==> config.mk <==
export PLATFORM = sky130hd
export DESIGN_NAME = mdio_master
export DESIGN_NICKNAME = d
export VERILOG_FILES = /design/src/rtl/mdio_pkg.sv /design/src/rtl/mdio_regs.sv /design/src/rtl/mdio_clkgen.sv /design/src/rtl/mdio_engine.sv /design/src/rtl/mdio_master.sv
export SDC_FILE = /design/constraint.sdc
export NUM_CORES = 1
export LEC_CHECK = 0
export BUFFER_PORTS_ARGS = -buffer_cell sky130_fd_sc_hd__buf_2
export CAP_MARGIN = 20
export CORE_ASPECT_RATIO = 1.75
export CORE_MARGIN = 1.5
export CORE_UTILIZATION = 56
export CTS_CLUSTER_SIZE = 30
export DETAILED_ROUTE_END_ITERATION = 8
export PLACE_DENSITY = 0.79
export SLEW_MARGIN = 20
export SYNTH_ARGS = -nofsm -noshare
export SYNTH_HDL_FRONTEND = slang
export SYNTH_SLANG_ARGS = --single-unit
==> constraint.sdc <==
create_clock -name clk -period 2.7 [get_ports clk]
set_input_delay 0.54 -clock clk [delete_from_list [all_inputs] [get_ports clk]]
set_output_delay 0.54 -clock clk [all_outputs]
set_load 0.02 [all_outputs]
==> src/rtl/mdio_pkg.sv <==
package mdio_pkg;

    localparam int DATA_W     = 32;
    localparam int DIV_W      = 6;
    localparam int PRE_BITS   = 32;
    localparam int FRAME_BITS = 64;
    localparam int POS_W      = $clog2(FRAME_BITS);
    // bit positions inside the full 64-bit frame
    localparam int TA_FIRST   = PRE_BITS + 14;
    localparam int TA_SECOND  = TA_FIRST + 1;
    localparam int DATA_FIRST = TA_FIRST + 2;

    localparam logic [3:0] CMD_OFS = 4'h0;
    localparam logic [3:0] CFG_OFS = 4'h4;
    localparam int START_BIT = 29;

    typedef enum logic [1:0] {
        OP_NONE0 = 2'b00,
        OP_WRITE = 2'b01,
        OP_READ  = 2'b10,
        OP_NONE3 = 2'b11
    } mdio_op_e;

    typedef struct packed {
        logic        busy;
        logic        fail;
        mdio_op_e    op;
        logic [4:0]  phy;
        logic [4:0]  regad;
        logic [15:0] data;
    } cmd_t;

    typedef struct packed {
        logic             c22;
        logic             no_pre;
        logic [DIV_W-1:0] div;
    } cfg_t;

    function automatic logic [DATA_W-1:0] cmd_word(input cmd_t c);
        return {2'b00, c};
    endfunction

    function automatic logic [DATA_W-1:0] cfg_word(input cfg_t c);
        return {19'd0, c.no_pre, 2'b00, c.div, 3'b000, c.c22};
    endfunction

    function automatic cmd_t cmd_from_word(input logic [DATA_W-1:0] w);
        cmd_t c;
        c.busy  = w[START_BIT];
        c.fail  = 1'b0;
        c.op    = mdio_op_e'(w[27:26]);
        c.phy   = w[25:21];
        c.regad = w[20:16];
        c.data  = w[15:0];
        return c;
    endfunction

    function automatic logic [FRAME_BITS-1:0] build_frame(input cmd_t c, input cfg_t g);
        logic [1:0] st;
        logic [1:0] ta;
        st = g.c22 ? 2'b01 : 2'b00;
        ta = (c.op == OP_READ) ? 2'b11 : 2'b10;
        return {{PRE_BITS{1'b1}}, st, c.op, c.phy, c.regad, ta, c.data};
    endfunction

endpackage

==> src/rtl/mdio_regs.sv <==
module mdio_regs
    import mdio_pkg::*;
#(
    parameter int ADDR_W = 4,
    parameter logic [DIV_W-1:0] DIV_RST = '0
) (
    input  logic              clk,
    input  logic              rst,
    input  logic              bus_wr,
    input  logic [ADDR_W-1:0] bus_addr,
    input  logic [DATA_W-1:0] bus_wdata,
    output logic [DATA_W-1:0] bus_rdata,
    input  logic              done,
    input  logic              fail_set,
    input  logic [15:0]       rx_data,
    output logic              start,
    output cmd_t              new_cmd,
    output cmd_t              cmd_q,
    output cfg_t              cfg_q
);

    logic cmd_sel;
    logic cfg_sel;
    logic cmd_take;

    assign cmd_sel  = (bus_addr == ADDR_W'(CMD_OFS));
    assign cfg_sel  = (bus_addr == ADDR_W'(CFG_OFS));
    assign cmd_take = bus_wr && cmd_sel && !cmd_q.busy;
    assign start    = cmd_take && bus_wdata[START_BIT];
    assign new_cmd  = cmd_from_word(bus_wdata);

    always_ff @(posedge clk) begin
        if (rst) begin
            cmd_q <= '0;
        end else if (cmd_take) begin
            cmd_q.op    <= new_cmd.op;
            cmd_q.phy   <= new_cmd.phy;
            cmd_q.regad <= new_cmd.regad;
            cmd_q.data  <= new_cmd.data;
            if (start) begin
                cmd_q.busy <= 1'b1;
                cmd_q.fail <= 1'b0;
            end
        end else begin
            if (fail_set) begin
                cmd_q.fail <= 1'b1;
            end
            if (done) begin
                cmd_q.busy <= 1'b0;
                if (cmd_q.op == OP_READ) begin
                    cmd_q.data <= rx_data;
                end
            end
        end
    end

    always_ff @(posedge clk) begin
        if (rst) begin
            cfg_q.c22    <= 1'b1;
            cfg_q.no_pre <= 1'b0;
            cfg_q.div    <= DIV_RST;
        end else if (bus_wr && cfg_sel) begin
            cfg_q.c22    <= bus_wdata[0];
            cfg_q.div    <= bus_wdata[4 +: DIV_W];
            cfg_q.no_pre <= bus_wdata[12];
        end
    end

    always_comb begin
        if (cmd_sel) begin
            bus_rdata = cmd_word(cmd_q);
        end else if (cfg_sel) begin
            bus_rdata = cfg_word(cfg_q);
        end else begin
            bus_rdata = '0;
        end
    end

endmodule

==> src/rtl/mdio_clkgen.sv <==
module mdio_clkgen
    import mdio_pkg::*;
(
    input  logic             clk,
    input  logic             rst,
    input  logic             en,
    input  logic [DIV_W-1:0] div,
    output logic             mdc,
    output logic             rise,
    output logic             fall
);

    logic [DIV_W-1:0] cnt;
    logic             tc;

    assign tc   = en && (cnt == div);
    assign rise = tc && !mdc;
    assign fall = tc && mdc;

    always_ff @(posedge clk) begin
        if (rst || !en) begin
            cnt <= '0;
            mdc <= 1'b0;
        end else if (tc) begin
            cnt <= '0;
            mdc <= !mdc;
        end else begin
            cnt <= cnt + 1'b1;
        end
    end

endmodule

==> src/rtl/mdio_engine.sv <==
module mdio_engine
    import mdio_pkg::*;
(
    input  logic             clk,
    input  logic             rst,
    input  logic             start,
    input  cmd_t             new_cmd,
    input  cfg_t             cfg,
    input  logic             rise,
    input  logic             fall,
    input  logic             mdio_in,
    output logic             active,
    output logic [DIV_W-1:0] div_q,
    output logic             mdio_out,
    output logic             mdio_oe,
    output logic             done,
    output logic             fail_set,
    output logic [15:0]      rx_data
);

    logic [FRAME_BITS-1:0] frame;
    logic [POS_W-1:0]      pos;
    logic                  is_rd;
    logic                  last;
    logic                  released;

    assign last     = (pos == POS_W'(FRAME_BITS - 1));
    assign released = is_rd && (pos >= POS_W'(TA_FIRST));
    assign done     = active && fall && last;
    assign fail_set = active && rise && is_rd && (pos == POS_W'(TA_SECOND)) && mdio_in;
    assign mdio_out = active ? frame[~pos] : 1'b1;
    assign mdio_oe  = active && !released;

    always_ff @(posedge clk) begin
        if (rst) begin
            active  <= 1'b0;
            frame   <= '0;
            pos     <= '0;
            is_rd   <= 1'b0;
            div_q   <= '0;
            rx_data <= '0;
        end else if (start) begin
            active  <= 1'b1;
            frame   <= build_frame(new_cmd, cfg);
            pos     <= cfg.no_pre ? POS_W'(PRE_BITS) : '0;
            is_rd   <= (new_cmd.op == OP_READ);
            div_q   <= cfg.div;
            rx_data <= '0;
        end else if (active) begin
            if (rise && is_rd && (pos >= POS_W'(DATA_FIRST))) begin
                rx_data <= {rx_data[14:0], mdio_in};
            end
            if (fall) begin
                if (last) begin
                    active <= 1'b0;
                end else begin
                    pos <= pos + 1'b1;
                end
            end
        end
    end

endmodule

==> src/rtl/mdio_master.sv <==
module mdio_master
    import mdio_pkg::*;
#(
    parameter int ADDR_W = 4,
    parameter logic [DIV_W-1:0] DIV_RST = '0
) (
    input  logic              clk,
    input  logic              rst,
    input  logic              bus_wr,
    input  logic [ADDR_W-1:0] bus_addr,
    input  logic [DATA_W-1:0] bus_wdata,
    output logic [DATA_W-1:0] bus_rdata,
    output logic              mdc,
    output logic              mdio_out,
    output logic              mdio_oe,
    input  logic              mdio_in
);

    cmd_t             new_cmd;
    cmd_t             cmd_q;
    cfg_t             cfg_q;
    logic             start;
    logic             done;
    logic             fail_set;
    logic [15:0]      rx_data;
    logic             active;
    logic [DIV_W-1:0] div_q;
    logic             rise;
    logic             fall;
    logic             busy;
    logic             wr_cmd;

    assign busy   = cmd_q.busy;
    assign wr_cmd = bus_wr && (bus_addr == ADDR_W'(CMD_OFS));

    mdio_regs #(.ADDR_W(ADDR_W), .DIV_RST(DIV_RST)) u_regs (
        .clk      (clk),
        .rst      (rst),
        .bus_wr   (bus_wr),
        .bus_addr (bus_addr),
        .bus_wdata(bus_wdata),
        .bus_rdata(bus_rdata),
        .done     (done),
        .fail_set (fail_set),
        .rx_data  (rx_data),
        .start    (start),
        .new_cmd  (new_cmd),
        .cmd_q    (cmd_q),
        .cfg_q    (cfg_q)
    );

    mdio_clkgen u_clk (
        .clk (clk),
        .rst (rst),
        .en  (active),
        .div (div_q),
        .mdc (mdc),
        .rise(rise),
        .fall(fall)
    );

    mdio_engine u_eng (
        .clk     (clk),
        .rst     (rst),
        .start   (start),
        .new_cmd (new_cmd),
        .cfg     (cfg_q),
        .rise    (rise),
        .fall    (fall),
        .mdio_in (mdio_in),
        .active  (active),
        .div_q   (div_q),
        .mdio_out(mdio_out),
        .mdio_oe (mdio_oe),
        .done    (done),
        .fail_set(fail_set),
        .rx_data (rx_data)
    );

endmodule

==> summary.txt, run 1 <==
CTS
  • Post-CTS Hold Fix Bufs: 0
  • Clock H-tree levels: 3
  • Clk buf depth: 2
  • Sink Count: 105
  • Total CTS buffers: 9
  • Worst-path clk slew: 0.07 ns
  • CTS tree: built
  • Clock latency on the worst-skew pair: 0.34 ns
  • Root Driver: clkbuf_16
  • Post-CTS repair timing setup buffer count: 0

Cells and area
  • Sequential standard cell area: 2110 um^2
  • Ant. Diodes: 0
  • Design area: 5485 um^2
  • Layout area overhead: 14.43%
  • Layout filler cell count: 667
  • Layout cells sized above 1: 0.2230
  • Area of the multi-input gates: 2416 um^2
  • Final #Nets: 648

Timing
  • Final hold vios: 0
  • RSZ-0062 raised after global routing: false
  • Crit share post-route: 0.9726
  • Slew HR: 0.5333
  • Final min period: 2.626 ns
  • TNS Setup: 0 ns
  • Clk_skew: 0.005034 ns
  • Hold slack final: 0.4456 ns
  • Fin. max-slew vios: 0
  • Worst Tran Pin Value: 0.6947 ns
  • FMAX: 380.8 MHz
  • Setup-failing EPs final: 0

Critical path
  • CP max stage delay: 0.50 ns
  • Critical Path Start Type: flop
  • Slowest-stage cell, CP: mux4_2
  • Worst Path Max Fanout: 8
  • Critical path capture point type: output pin
  • CP Cell Sequence: mux4_2 > mux2_2 > a311oi_2 > o21ai_0 > buf_2
  • Data arrival, critical path: 2.09 ns
  • FF-to-FF Start: u_eng.pos[0]
  • Flop2flop setup slack: 0.33 ns
  • CP Class: reg -> out
  • Crit Reg-Reg Endpoint: u_regs.cmd_q[3]
  • Worst reg2reg path depth: 8
  • Worst EP required: 2.16 ns

Global routing
  • Largest net degree at the start of global routing: 56
  • Vias in the first global route: 4082
  • Overall routing resource usage: 0.2775
  • Initial antenna violation count: 0
  • First-pass GRT wire length: 19.27 mm
  • GRT overflow: 0

Logic synthesis
  • Most frequent cell after synthesis: nand2_1
  • Commonest cells in the netlist: nand2_1 (108), dfxtp_1 (105), a21oi_1 (75)
  • Post-synth top area share: 0.4385
  • EDFF count, synth: 0
  • #FFs+latches synth: 105
  • Yosys top cell by area: dfxtp_1
  • Ys async rst share: 0
  • Synth unique cells: 50
  • Synth Instances: 552
  • Synth warnings: 0
  • Synth Flop Type: dfxtp_1
  • Post-Syn Area per Cell: 8.684 um^2
  • Top cells by area, synth: dfxtp_1 (44%), nand2_1 (8.5%), a21oi_1 (7.8%), mux2_2 (4.5%), mux2i_1 (3.8%)
  • Register area share after synthesis: 0.4385
  • Post-Synthesis Cell Area: 4793 um^2

Status
  • Status: finished, final reports clean

Placement
  • GPL Wtd Cong: 0.9172
  • DP HPWL: 8.838 mm
  • Port Buffers: 69
  • Placement Cell Area: 5207 um^2

Pwr
  • Static Leak: 2.059 nW
  • Worst vdd ir: 0.4541 mV
  • Power Dens Cells: 525.0 nW/um^2

Route
  • Via count: 4142
  • Remaining design rule violation count: 0
  • Vias per cell: 5.713
  • Routed len/inst: 16.49 um
  • First-pass DRT Iterations: 5
  • Routed wire length: 11.95 mm
  • 1st-iter DRT viols: 286
  • DRT antenna net count: 0

Die
  • Count of boundary I/O pins: 75
  • Die width: 72.94 um
  • Die Height: 125.4 um
  • Die area: 9145 um^2
  • Row count: 44
  • Initial core utilization: 0.5766
  • Core Area: 8313 um^2

Min path
  • Worst Hold End: u_eng.frame[23]
  • Hold path depth: 3
  • Class of the worst hold path: in -> reg
  • Hold_sp: bus_wdata[21]

Job
  • Max cap viols: 0
## cell type report
class                   instances  area share
clock buffers                  12     0.04494
clock inverters                 3    0.003193
inverters                      21     0.01437
multi-input cells             383      0.4405
flip-flops and latches        105      0.3846
well taps                     115     0.02623
repair buffers                 86     0.08622
## routing by layer
metal | wire, um | vias up | track usage
met5 | 0 | - | 0
met4 | 819 | 0 | 0.1998
met3 | 644 | 46 | 0.06366
met2 | 6142 | 148 | 0.4630
met1 | 4345 | 1949 | 0.2978
li1 | - | 1999 | -
## through the flow
step	total power, mW	utilization	setup WS, ns	cells
detailed placement	1.732	0.6264	0.1947	710
finish	2.880	0.6598	0.07399	725
CTS	2.898	0.6588	0.005421	725
global placement	1.729	0.6264	0.1871	710
global route	2.960	0.6598	0.002384	725
floorplan	1.672	-	0.3295	553
## worst max path at each step
| stage | slack, ns | start | to |
|---|---|---|---|
| global placement | 0.19 | u_eng.pos[2] | mdio_out |
| detailed placement | 0.19 | u_eng.pos[2] | mdio_out |
| floorplan | 0.33 | u_eng.pos[1] | mdio_out |
| global route | 0.002 | u_eng.pos[2] | mdio_out |
| CTS | 0.005 | u_eng.pos[2] | mdio_out |
| finish | 0.07 | u_eng.pos[1] | mdio_out |
## logic make-up after synthesis
group                    count (synthesis)  synth area share
XOR/XNOR                                 9           0.01645
AND/OR/NAND/NOR                        208            0.2133
adder cells (fa/ha/maj)                  2          0.005220
buffers and inverters                   65           0.05952
AO/OA/AOI/OAI                          118            0.1511
multiplexers                            44            0.1151
flip-flops                             105            0.4385
other                                    1         0.0007823
## state kept, by name (all words and copies together) (netlist names)
register       flops
u_clk.mdc          1
u_regs.cfg_q       8
u_eng.active       1
u_eng.pos          6
u_eng.rx_data     16
u_regs.cmd_q      30
u_clk.cnt          6
u_eng.div_q        6
u_eng.frame       31
## cell usage in the layout (no fill, tap or decap), drive strengths merged, types with 3 or more instances in the layout
cell	Yosys	layout
xnor2	7	7
nor2b	7	7
mux4	7	7
buf	19	86
nand3	15	15
a22o	8	8
nand2	108	108
nand2b	3	3
o21ai	7	7
mux2i	18	18
dfxtp	105	105
mux2	19	19
and2	24	24
and3	7	7
a311oi	17	17
nand4	4	4
clkbuf	25	12
inv	21	21
a21oi	75	75
nor2	25	25
## power by group
part	internal (mW)	switching (mW)
registers	1.56	0.00801
clock network	0.643	0.540
logic	0.0454	0.0839
## worst max-delay path: cells and delay by family (launching register included)
family / cells / cell delay (ns)
buffers and inverters: 1 / 0.17
AO/OA/AOI/OAI: 2 / 0.36
multiplexers: 2 / 0.79
flip-flops: 1 / 0.42
## what timing repair did
action                     in CTS  in global routing
pin swaps                       0                  0
setup endpoints to repair       1                  1
gates resized for setup         3                  2
Note: power is estimated with default switching activity, not from simulation.
==> run 2: changes to the inputs <==
--- a/config.mk
+++ b/config.mk
@@ -9,10 +9,10 @@
 export CAP_MARGIN = 20
 export CORE_ASPECT_RATIO = 1.75
 export CORE_MARGIN = 1.5
-export CORE_UTILIZATION = 56
+export CORE_UTILIZATION = 51
 export CTS_CLUSTER_SIZE = 30
 export DETAILED_ROUTE_END_ITERATION = 8
-export PLACE_DENSITY = 0.79
+export PLACE_DENSITY = 0.76
 export SLEW_MARGIN = 20
 export SYNTH_ARGS = -nofsm -noshare
 export SYNTH_HDL_FRONTEND = slang
==> constraint.sdc (replaced) <==
create_clock -name clk -period 2.2 [get_ports clk]
set_input_delay 0.44 -clock clk [delete_from_list [all_inputs] [get_ports clk]]
set_output_delay 0.44 -clock clk [all_outputs]
set_load 0.02 [all_outputs]
==> summary.txt, run 2 (synthesized netlist as in run 1, its figures left out) <==
Status
  • Status: finished with violations
  • Failing checks: setup timing

Critical path
  • Worst Path Max Fanout: 5 (-3)
  • CP Cell Sequence: mux4_2 > mux2_4 > a311oi_2 > o21ai_2 > buf_6
  • Data arrival, critical path: 2.06 ns (-0.03 ns)
  • Critical Path Start Type: flop
  • Worst EP required: 1.76 ns (-0.40 ns)
  • CP Class: reg -> out
  • CP max stage delay: 0.50 ns (about the same)
  • Slowest-stage cell, CP: mux4_2
  • Buf/Inv on CP: 1 (unchanged)
  • Critical path capture point type: output pin
  • Family with the most delay on the worst path: multiplexers

CTS
  • Clock H-tree levels: 3 (unchanged)
  • Clk buf depth: 2 (unchanged)
  • Sink Count: 105 (unchanged)
  • Clock latency on the worst-skew pair: 0.35 ns (about the same)
  • Total CTS buffers: 9 (unchanged)
  • Worst-path clk slew: 0.07 ns (about the same)
  • Post-CTS Hold Fix Bufs: 0 (unchanged)
  • CTS tree: built
  • Root Driver: clkbuf_16

Die
  • Die Height: 131.3 um (+4.7%)
  • Count of boundary I/O pins: 75 (unchanged)
  • Row count: 46 (+4.5%)
  • Core Area: 9094 um^2 (+9.4%)
  • Initial core utilization: 0.5271 (-0.04951)
  • Die area: 10010 um^2 (+9.5%)
  • Die width: 76.29 um (+4.6%)

Cells and area
  • Post-Layout Cell Count: 740 (+2.1%)
  • Area of the multi-input gates: 2452 um^2 (+1.5%)
  • Final #Nets: 657 (+1.4%)
  • Sequential standard cell area: 2111 um^2 (about the same)
  • Reg with most FFs: u_eng.frame
  • Most frequent cells in the layout: nand2_1 (108), dfxtp_1 (102), a21oi_1 (74)
  • Max reg flops: 31 (unchanged)
  • Ant. Diodes: 0 (unchanged)
  • Largest regs: u_eng.frame: 31 flops, u_regs.cmd_q: 30 flops, u_eng.rx_data: 16 flops
  • Layout cells sized above 1: 0.2435 (+0.02060)
  • Most common cell after layout, fill and taps aside: nand2_1
  • Design area: 5722 um^2 (+4.3%)
  • Layout area overhead: 19.37%
  • Layout filler cell count: 821 (+23%)

Global routing
  • Routing usage on met3: 0.03750 (-0.02616)
  • Initial antenna violation count: 0 (unchanged)
  • Grt met1 use: 0.2777 (-0.02004)
  • GR Util met2: 0.4439 (-0.01908)
  • First-pass GRT wire length: 20.04 mm (+4.0%)
  • Gr busiest metal: met2
  • Largest net degree at the start of global routing: 67 (+20%)
  • GRT overflow: 0 (unchanged)
  • Overall routing resource usage: 0.2568 (-0.02067)
  • Vias in the first global route: 4081 (-0.024%)

Pwr
  • Static Leak: 2.159 nW (+4.9%)
  • Final Power: 3.802 mW (+32%)
  • Power Dens Cells: 664.5 nW/um^2 (+27%)
  • Worst vdd ir: 0.4264 mV (-6.1%)

Route
  • First-pass DRT Iterations: 5 (unchanged)
  • DRT antenna net count: 0 (unchanged)
  • 1st-iter DRT viols: 295 (+3.1%)
  • Remaining design rule violation count: 0 (unchanged)
  • Via count: 4192 (+1.2%)
  • Routed len/inst: 17.11 um (+3.8%)
  • Routed wire length: 12.66 mm (+5.9%)
  • Vias per cell: 5.665 (-0.84%)

Timing
  • Final setup margin: -0.3033 ns (-0.3773 ns)
  • Setup-failing EPs final: 1 (+1)
  • FMAX: 399.5 MHz
  • RSZ-0062 raised after global routing: true
  • Slew HR: 0.5585 (+0.02514)
  • Hold slack final: 0.3383 ns (-0.1073 ns)
  • Final hold vios: 0 (unchanged)
  • Worst Tran Pin Value: 0.6572 ns (-0.03742 ns)
  • Fin. max-slew vios: 0 (unchanged)
  • Clk_skew: 0.006194 ns (+0.001160 ns)
  • Crit share post-route: 1.138
  • Final min period: 2.503 ns

Placement
  • GPL Wtd Cong: 0.9610 (+4.8%)
  • DP Cell Count: 722 (+1.7%)
  • DP HPWL: 9.136 mm (+3.4%)
  • Port Buffers: 69 (unchanged)
  • Placement Cell Area: 5333 um^2 (+2.4%)

Min path
  • Class of the worst hold path: in -> reg

Job
  • Max cap viols: 0 (unchanged)
-- run 2: area by class of cell --
class | instances | area share
sequential | 105 | 0.3689
inverter | 21 | 0.01378
timing repair buffer | 95 | 0.1078
multi-input combinational | 383 | 0.4286
clock buffer | 12 | 0.04133
tap | 120 | 0.02624
clock inverter | 4 | 0.01334
-- run 2: path summary, 6_finish.rpt --
path	startpoint	to	slack, ns	cells after the start
max	u_eng.pos[1]	mdio_out	-0.30	5
min	bus_wdata[21]	u_regs.cmd_q[21]	0.34	3
max reg2reg	u_eng.pos[1]	u_eng.pos[5]	0.10	9
min reg2reg	u_regs.cmd_q[17]	u_regs.cmd_q[17]	0.45	2
-- run 2: through the flow --
step | setup TNS [ns] | utilization | setup WS [ns]
floorplan | 0 | - | 0.03995
global placement | -0.1269 | 0.5864 | -0.1269
detailed placement | -0.4082 | 0.5864 | -0.2119
CTS | -0.2816 | 0.6248 | -0.2816
global route | -0.3632 | 0.6292 | -0.3632
finish | -0.3033 | 0.6292 | -0.3033
-- run 2: metal layers --
metal	up-vias	share of wire
met5	-	0
met4	0	0.062
met3	45	0.044
met2	136	0.52
met1	1989	0.38
li1	2022	-
-- run 2: worst reg2reg max path: cells and delay by family (launching register included) --
family                     cells  cell delay, ns
buffers and inverters          3            0.51
and+or+nand+nor                3            0.62
adders and majority gates      1            0.19
AOI/OAI and AO/OA              2            0.31
DFF                            1            0.37
-- run 2: power breakdown --
group / internal (mW) / total, mW / switching (mW) / leakage [nW]
Combinational: 0.0648 / 0.170 / 0.106 / 1.16
Clock: 1.00 / 1.71 / 0.706 / 0.147
Sequential: 1.91 / 1.92 / 0.0100 / 0.849
Total: 2.98 / 3.80 / 0.821 / 2.16
-- run 2: timing repair --
| item | CTS | global route |
|---|---|---|
| setup buffers | 0 | 2 |
| setup endpoints to repair | 17 | 16 |
| pin swaps | 2 | 2 |
| gates resized for setup | 13 | 4 |
